`src/rtl/irq8_pkg.sv`:
```
package irq8_pkg;
  localparam int NSRC  = 8;
  localparam int IDX_W = $clog2(NSRC);
  localparam int VEC_W = 8;
  // control register bits that are stored in flops; flag bits come from the pin units
  localparam logic [7:0] CTL_STORE_MASK = 8'hDD;

  // vector address of a source: 8 * index + 3
  function automatic logic [VEC_W-1:0] vec_of(input logic [IDX_W-1:0] idx);
    return VEC_W'((int'(idx) * 8) + 3);
  endfunction

  // merged image after a byte write and/or a single-bit write
  function automatic logic [7:0] merge_write(input logic [7:0] cur, input logic we,
                                             input logic [7:0] wd, input logic bwe,
                                             input logic [2:0] bsel, input logic bval);
    logic [7:0] img;
    img = we ? wd : cur;
    if (bwe) img[bsel] = bval;
    return img;
  endfunction
endpackage

```
`src/rtl/xint_line.sv`:
```
module xint_line #(
  parameter int SYNC_DEPTH = 2
) (
  input  logic clk,
  input  logic rst_n,
  input  logic pin_n,
  input  logic edge_mode,
  input  logic sw_we,
  input  logic sw_val,
  input  logic take,
  output logic flag
);
  logic [SYNC_DEPTH:0] sh_q;
  logic synced;
  logic fall;

  always_ff @(posedge clk or negedge rst_n) begin
    if (!rst_n) sh_q <= '1;
    else        sh_q <= {sh_q[SYNC_DEPTH-1:0], pin_n};
  end

  assign synced = sh_q[SYNC_DEPTH-1];
  assign fall   = sh_q[SYNC_DEPTH] & ~synced;

  always_ff @(posedge clk or negedge rst_n) begin
    if (!rst_n)            flag <= 1'b0;
    else if (!edge_mode)   flag <= ~synced;
    else if (fall)         flag <= 1'b1;
    else if (take)         flag <= 1'b0;
    else if (sw_we)        flag <= sw_val;
  end

  a_r7_edge_sets: assert property (@(posedge clk) disable iff (!rst_n)
    (edge_mode && fall) |=> flag);
  a_r8_take_clears: assert property (@(posedge clk) disable iff (!rst_n)
    (edge_mode && take && !fall) |=> !flag);
endmodule

```
`src/rtl/irq_pick.sv`:
```
module irq_pick
  import irq8_pkg::*;
(
  input  logic [NSRC-1:0]  pend,
  input  logic [NSRC-1:0]  hi,
  output logic [NSRC-1:0]  grant,
  output logic [IDX_W-1:0] idx,
  output logic             lvl_hi,
  output logic             any
);
  logic [NSRC-1:0] hi_set;
  logic [NSRC-1:0] pool;

  assign hi_set = pend & hi;
  assign lvl_hi = |hi_set;
  assign pool   = lvl_hi ? hi_set : pend;
  assign any    = |pend;

  always_comb begin
    idx = '0;
    for (int i = NSRC - 1; i >= 0; i--) begin
      if (pool[i]) idx = IDX_W'(i);
    end
    grant = any ? (NSRC'(1) << idx) : '0;
  end
endmodule

```
`src/rtl/irq8_ctrl.sv`:
```
module irq8_ctrl
  import irq8_pkg::*;
#(
  parameter int SYNC_DEPTH = 2
) (
  input  logic       clk,
  input  logic       rst_n,
  input  logic       glb_en_i,
  input  logic [5:0] src_req_i,
  input  logic [5:0] src_en_i,
  input  logic [5:0] src_pri_i,
  input  logic [1:0] xpin_n_i,
  input  logic       ctl_we_i,
  input  logic [7:0] ctl_wdata_i,
  input  logic       bit_we_i,
  input  logic [2:0] bit_sel_i,
  input  logic       bit_val_i,
  output logic [7:0] ctl_rdata_o,
  output logic       irq_o,
  output logic [7:0] vec_o,
  input  logic       ack_i,
  input  logic       reti_i
);
  logic [7:0]       ctl_q;
  logic [7:0]       wr_img;
  logic [1:0]       xflag;
  logic [NSRC-1:0]  pend;
  logic [NSRC-1:0]  hi;
  logic [NSRC-1:0]  grant;
  logic [IDX_W-1:0] win_idx;
  logic             win_hi;
  logic             win_any;
  logic             take;
  logic             svc_hi_q, svc_lo_q;
  logic             svc_hi_d, svc_lo_d;

  assign wr_img = merge_write(ctl_rdata_o, ctl_we_i, ctl_wdata_i, bit_we_i, bit_sel_i, bit_val_i);

  always_ff @(posedge clk or negedge rst_n) begin
    if (!rst_n) ctl_q <= '0;
    else        ctl_q <= wr_img & CTL_STORE_MASK;
  end

  assign ctl_rdata_o = (ctl_q & CTL_STORE_MASK) | {2'b00, xflag[1], 3'b000, xflag[0], 1'b0};

  // per-pin units: flag bits 1 (ext2) and 5 (ext3), type bits 0 and 4
  for (genvar g = 0; g < 2; g++) begin : g_xint
    localparam int BASE = 4 * g;
    xint_line #(.SYNC_DEPTH(SYNC_DEPTH)) u_line (
      .clk       (clk),
      .rst_n     (rst_n),
      .pin_n     (xpin_n_i[g]),
      .edge_mode (ctl_q[BASE]),
      .sw_we     (ctl_we_i | bit_we_i),
      .sw_val    (wr_img[BASE+1]),
      .take      (take & grant[6+g]),
      .flag      (xflag[g])
    );
  end

  assign pend = {xflag[1] & ctl_q[6], xflag[0] & ctl_q[2], src_req_i & src_en_i}
                & {NSRC{glb_en_i}};
  assign hi   = {ctl_q[7], ctl_q[3], src_pri_i};

  irq_pick u_pick (
    .pend   (pend),
    .hi     (hi),
    .grant  (grant),
    .idx    (win_idx),
    .lvl_hi (win_hi),
    .any    (win_any)
  );

  assign irq_o = win_any && !svc_hi_q && (win_hi || !svc_lo_q);
  assign vec_o = vec_of(win_idx);
  assign take  = irq_o && ack_i;

  always_comb begin
    svc_hi_d = svc_hi_q;
    svc_lo_d = svc_lo_q;
    if (reti_i) begin
      if (svc_hi_q) svc_hi_d = 1'b0;
      else          svc_lo_d = 1'b0;
    end
    if (take) begin
      if (win_hi) svc_hi_d = 1'b1;
      else        svc_lo_d = 1'b1;
    end
  end

  always_ff @(posedge clk or negedge rst_n) begin
    if (!rst_n) begin
      svc_hi_q <= 1'b0;
      svc_lo_q <= 1'b0;
    end else begin
      svc_hi_q <= svc_hi_d;
      svc_lo_q <= svc_lo_d;
    end
  end

  a_r3_grant_onehot: assert property (@(posedge clk) disable iff (!rst_n)
    $onehot0(grant));
  a_r4_grant_pending: assert property (@(posedge clk) disable iff (!rst_n)
    (grant & ~pend) == '0);
  a_r2_vec_form: assert property (@(posedge clk) disable iff (!rst_n)
    irq_o |-> (vec_o[2:0] == 3'b011));
  a_r5_global_off: assert property (@(posedge clk) disable iff (!rst_n)
    !glb_en_i |-> !irq_o);
  a_r10_hi_blocks: assert property (@(posedge clk) disable iff (!rst_n)
    svc_hi_q |-> !irq_o);
  a_r11_ack_enters: assert property (@(posedge clk) disable iff (!rst_n)
    take |=> (svc_hi_q || svc_lo_q));
endmodule

```
`config.mk`:
```
export PLATFORM = sky130hd
export DESIGN_NAME = irq8_ctrl
export DESIGN_NICKNAME = d
export VERILOG_FILES = /design/src/rtl/irq8_pkg.sv /design/src/rtl/xint_line.sv /design/src/rtl/irq_pick.sv /design/src/rtl/irq8_ctrl.sv
export SDC_FILE = /design/constraint.sdc
export NUM_CORES = 1
export LEC_CHECK = 0
export BUFFER_PORTS_ARGS = -buffer_cell sky130_fd_sc_hd__buf_2
export CORE_UTILIZATION = 36
export DETAILED_ROUTE_END_ITERATION = 10
export GPL_TIMING_DRIVEN = 0
export SYNTH_ARGS = -nofsm -noshare
export SYNTH_HDL_FRONTEND = slang
export SYNTH_HIERARCHICAL = 1
export SYNTH_SLANG_ARGS = --single-unit
```
`constraint.sdc`:
```
create_clock -name clk -period 4.97 [get_ports clk]
set_clock_uncertainty 0.2 [all_clocks]
set_input_delay 0.497 -clock clk [delete_from_list [all_inputs] [get_ports clk]]
set_output_delay 0.497 -clock clk [all_outputs]
set_load 0.01 [all_outputs]
```
Word-level counts from Yosys, hierarchy flattened

Index checks and enable logic that the tools add are counted.

Word-level logic and storage cells: 65
Flip-flop bits (word level): 16
Output and inout port bits: 17

Muxes and demuxes: 30
Add/sub/neg operators: 1
Equality and inequality tests: 2
Bitwise logic cells: 13
Order comparisons: 2
Reduce and logical (&&, ||, !) cells: 9
Shift operators: 1

Operators by type and width:

| kind                                                                   | number |
|---|---|
| 8-bit two-way mux                                                      | 4 |
| 3-bit two-way mux                                                      | 8 |
| 8-bit AND                                                              | 2 |
| 1-bit two-way mux                                                      | 16 |
| 8-bit OR reduction                                                     | 2 |
| 8-bit bitwise mux                                                      | 1 |
| 4-bit by 1-bit != test with 1-bit output (second input constant)       | 2 |
| 8-bit by 6-bit OR with 8-bit output                                    | 1 |
| 1-bit by 3-bit << shifter with 8-bit output (first input constant)     | 1 |
| 6-bit by 2-bit adder with 7-bit output (second input constant)         | 1 |
| 1-bit AND                                                              | 6 |
| 6-bit AND                                                              | 1 |
| 1-bit logical AND                                                      | 4 |
| 3-bit by 4-bit < comparator with 1-bit output (second input constant)  | 1 |
| 1-bit demux with 3-bit select                                          | 1 |
| 3-bit by 1-bit >= comparator with 1-bit output (second input constant) | 1 |
| 1-bit logical NOT                                                      | 2 |
| 1-bit inverter                                                         | 2 |
| 1-bit logical OR                                                       | 1 |
| 1-bit OR                                                               | 1 |

Longest topological paths before layout

Depth in word-level cells: 19
Mapped depth: 9
Mapped depth without buffers: 8

By module

Netlist, hierarchy kept.

Modules (own cells, without submodules):

| module    | cells each | sequential area each (µm²) | instances | area each (µm²) |
|---|---|---|---|---|
| irq8_ctrl | 60         | 200.2                      | 1         | 706.9 |
| irq_pick  | 45         | 0.0                        | 1         | 330.3 |
| xint_line | 8          | 103.8                      | 2         | 140.1 |

Least setup slack after synthesis

No wires, ideal clock.

Path type: input to register
Start point: input port src_req_i[3]
End point: register g_xint[0].u_line.flag
Stages on the path: 9
Library setup time: 135 ps
Path slack: 2403 ps
Data arrival time: 2232 ps
Path through: and3_1 > a22oi_2 > and4_4 > buf_6 > o21ai_2 > o221ai_2 > nor3b_2 > nor4bb_1 > o32ai_2

Longest elaborated chain between the ends: 19
Elaborated cells on any way between the ends: 25
Classes of those cells: 1 x eq/ne; 1 x shift; 13 x mux; 4 x bitwise; 6 x reduce/logical

RTL lines:

| what                                        | RTL line        | source |
|---|---|---|
| start: declaration                          | irq8_ctrl.sv:9  | `input logic [5:0] src_req_i,` |
| 6-bit AND (*)                               | irq8_ctrl.sv:61 | `assign pend = {xflag[1] & ctl_q[6], xflag[0] & ctl_q[2], src_req_i & src_en_i}` |
| 8-bit AND (*)                               | irq8_ctrl.sv:62 | `& {NSRC{glb_en_i}};` |
| 8-bit AND                                   | irq_pick.sv:14  | `assign hi_set = pend & hi;` |
| 8-bit OR reduction                          | irq_pick.sv:15  | `assign lvl_hi = \|hi_set;` |
| 8-bit two-way mux                           | irq_pick.sv:16  | `assign pool = lvl_hi ? hi_set : pend;` |
| 3-bit two-way mux (8 in series)             | irq_pick.sv:22  | `if (pool[i]) idx = IDX_W'(i);` |
| 1-bit by 3-bit << shifter with 8-bit output | irq_pick.sv:24  | `grant = any ? (NSRC'(1) << idx) : '0;` |
| 8-bit two-way mux (*)                       | irq_pick.sv:24  |  |
| named net grant[6]                          | irq8_ctrl.sv:29 | `logic [NSRC-1:0] grant;` |
| 1-bit AND (*)                               | irq8_ctrl.sv:56 | `.take (take & grant[6+g]),` |
| 1-bit two-way mux                           | xint_line.sv:29 | `else if (take) flag <= 1'b0;` |
| 1-bit two-way mux                           | xint_line.sv:28 | `else if (fall) flag <= 1'b1;` |
| 1-bit two-way mux                           | xint_line.sv:27 | `else if (!edge_mode) flag <= ~synced;` |
| end signal: assignment                      | xint_line.sv:27 |  |
| end signal: assignment                      | xint_line.sv:30 | `else if (sw_we) flag <= sw_val;` |
| end: declaration                            | xint_line.sv:11 | `output logic flag` |

Mark *: on every way through the listed nets, which the timed path passes. The rest lies on a longest branch.
A chain may end at the register's enable or synchronous reset.

Worst setup path after layout

Start point: register g_xint[0].u_line.flag
End point: output port vec_o[4]

Longest elaborated chain between the ends: 14

RTL lines:

| what                                       | RTL line        | source |
|---|---|---|
| 1-bit AND (*)                              | irq8_ctrl.sv:61 |  |
| 8-bit AND (*)                              | irq8_ctrl.sv:62 |  |
| named net pend[6]                          | irq8_ctrl.sv:27 | `logic [NSRC-1:0] pend;` |
| 8-bit AND                                  | irq_pick.sv:14  |  |
| 8-bit OR reduction                         | irq_pick.sv:15  |  |
| 8-bit two-way mux (*)                      | irq_pick.sv:16  |  |
| 3-bit two-way mux (7 in series)            | irq_pick.sv:22  |  |
| 3-bit two-way mux (*)                      | irq_pick.sv:22  |  |
| 6-bit by 2-bit adder with 7-bit output (*) | irq8_pkg.sv:10  | `return VEC_W'((int'(idx) * 8) + 3);` |
| end: declaration                           | irq8_ctrl.sv:20 | `output logic [7:0] vec_o,` |

Marked as above.

==> results.toml <==
[outcome]
status = "complete, no violations"

[placed_design]
post-dp-hpwl_um = 2309
port_buffers = 49
place_congestion = 0.8560
place_area_um2 = 1600

[clock_network]
clock-root-buffer = "clkbuf_4"
cts_tree = "done"
cts_inserted_buffers = 3
insertion_delay_ns = 0.29
cts-resized-gates = 0
path_clk_slew_ns = 0.10
htree_levels = 1
cts_num_sinks = 16
cts_buffer_depth = 2

[timing]
tns_ns = 0
setup_violations = 0
rsz0062_at_grt = "false"
fin_crit_sh = 0.5890
maxSlewViolCount = 0
fmax_ghz = 0.3416
fin_crit_ns = 2.927
holdWs_ns = 0.09281
timing.final.hold_violations = 0

[worst_setup_path]
critPathKind = "flop to output pin"
timing.rr.start = "g_xint[0].u_line/flag"
crit_path_max_fanout = 9
ff2ff_path_depth = 9
cp-start-kind = "flop"
endpoint_kind = "output pin"
required_ns = 4.27
regToRegEndpoint = "g_xint[0].u_line/flag"
r2r_slack_ns = 2.25
arrival_ns = 2.23

[grt]
use_met2 = 0.2919
use_met3 = 0.03106
grt_pass1_wl_um = 4595
overflow = 0
antenna_found_initial = 0
grt_pass1_vias = 1052
track_usage = 0.1678
use_met1 = 0.2000
busiest_layer = "met2"
grt_max_degree = 17

[floorplanning]
std_cell_rows = 21
fp.dieArea_um2 = 3816
die_h_um = 61.78
core-area_um2 = 3390
start_util = 0.3795
io_pins = 56
die_w_um = 61.78

[power_and_ir_drop]
ir_drop_mv = 0.1685
switching_power_mw = 0.1287
seqPwrFrac = 0.407
clkPwrFrac = 0.217
comb_power_share = 0.376
swShare = 0.3194
p_int_mw = 0.2742
power_density_nw_per_um2 = 244.7
p_leak_nw = 0.8116

[route]
detail_route.wl_per_cell_um = 13.46
via_per_inst = 5.307
num_vias = 1157
ant_nets = 0
drc = 0
wirelength_um = 2934
drt-initial-drc-count = 47
dr.pass1.iters = 4

[synthesis]
yosys_warnings = 6
syn_area_um2 = 1286
syn_area_per_cell_um2 = 11.18
syn_inst = 115

[finish]
fillers = 326
final-seq-area_um2 = 407.9
fin_area_um2 = 1647
multi_input_area_um2 = 799.5
num_antenna_cells = 0
fin_util = 0.4858
layout-drive-gt1-share = 0.5640
nets = 212
syn_to_final_growth_pct = 28.02

[min_path]
min_delay_path_depth = 1
hold_path.class = "input pin to flop"
hold_end = "g_xint[1].u_line/sh_q[0]"
worstHoldStart = "xpin_n_i[1]"

[run]
cap_violations = 0
==> layer usage <==
layer	up-vias	wire length, um
met5	-	0
met4	0	64
met3	6	158
met2	52	1425
met1	546	1285
li1	553	-
==> layout make-up <==
class	count	area share
Inverter	8	0.01824
Sequential cell	16	0.2477
Tap cell	46	0.03495
Clock buffer	4	0.02204
Timing Repair Buffer	50	0.1550
Buffer	7	0.03647
Multi-Input combinational cell	87	0.4856
==> timing repair <==
item	CTS	global route
hold endpoints to repair	10	0
buffers inserted	0	0
hold buffers	1	0
==> flip-flops by register name, summed over array words and instances (netlist names) <==
| register | cells |
|---|---|
| svc_lo_q | 1 |
| ctl_q | 6 |
| g_xint.u_line/sh_q | 6 |
| svc_hi_q | 1 |
| g_xint.u_line/flag | 2 |
==> power groups by stage <==
stage          logic [mW]  registers (mW)  clock network, mW
6_report            0.151           0.164             0.0875
5_1_grt             0.166           0.166             0.0947
3_3_place_gp        0.149           0.165                  0
2_1_floorplan      0.0978           0.166                  0
4_1_cts             0.153           0.165             0.0888
3_5_place_dp        0.151           0.167                  0
==> per-stage QoR <==
step                      setup WS [ns]  instances  power (mW)
after detailed placement          2.044        213      0.3178
after CTS                         2.044        218      0.4059
after global placement            2.033        213      0.3137
final                             2.043        218      0.4029
after floorplan                   2.441        118      0.2637
after global routing              1.933        218      0.4274
==> critical path: stages (launching register included) <==
cell      delay [ns]
dfrtp_1         0.43
and3_1          0.22
a22oi_2         0.27
and4_4          0.26
buf_6           0.14
o21a_1          0.14
o211ai_1        0.15
a31oi_1         0.17
buf_2           0.15
==> how the worst max path moves through the flow <==
| stage | start | end | depth (start not counted) |
|---|---|---|---|
| floorplan | src_req_i[3] | g_xint[1].u_line/flag | 9 |
| global placement | glb_en_i | g_xint[1].u_line/flag | 10 |
| detailed placement | glb_en_i | g_xint[0].u_line/flag | 10 |
| CTS | ctl_q[6] | vec_o[4] | 8 |
| global route | ctl_q[6] | vec_o[4] | 8 |
| finish | g_xint[0].u_line/flag | vec_o[4] | 8 |
==> cell usage in the layout, fill, tap and decap left out, types with 2 or more instances in the layout <==
| cell type | instances |
|---|---|
| a41oi_1 | 3 |
| inv_1 | 8 |
| nand4b_1 | 3 |
| o21ai_1 | 2 |
| nor2_1 | 3 |
| buf_4 | 5 |
| mux2i_1 | 2 |
| o22ai_1 | 2 |
| clkbuf_4 | 3 |
| dfrtp_1 | 10 |
| nand4_1 | 2 |
| o32ai_2 | 2 |
| o21ai_2 | 3 |
| nor4bb_1 | 3 |
| conb_1 | 5 |
| a22oi_2 | 4 |
| mux2_4 | 15 |
| and4bb_1 | 3 |
| nor4_1 | 2 |
| dfstp_2 | 6 |
| nor2b_1 | 3 |
| buf_6 | 2 |
| buf_2 | 49 |
| and3_1 | 8 |
| nand2_1 | 5 |
No activity file was read; power rests on OpenSTA's default activity.
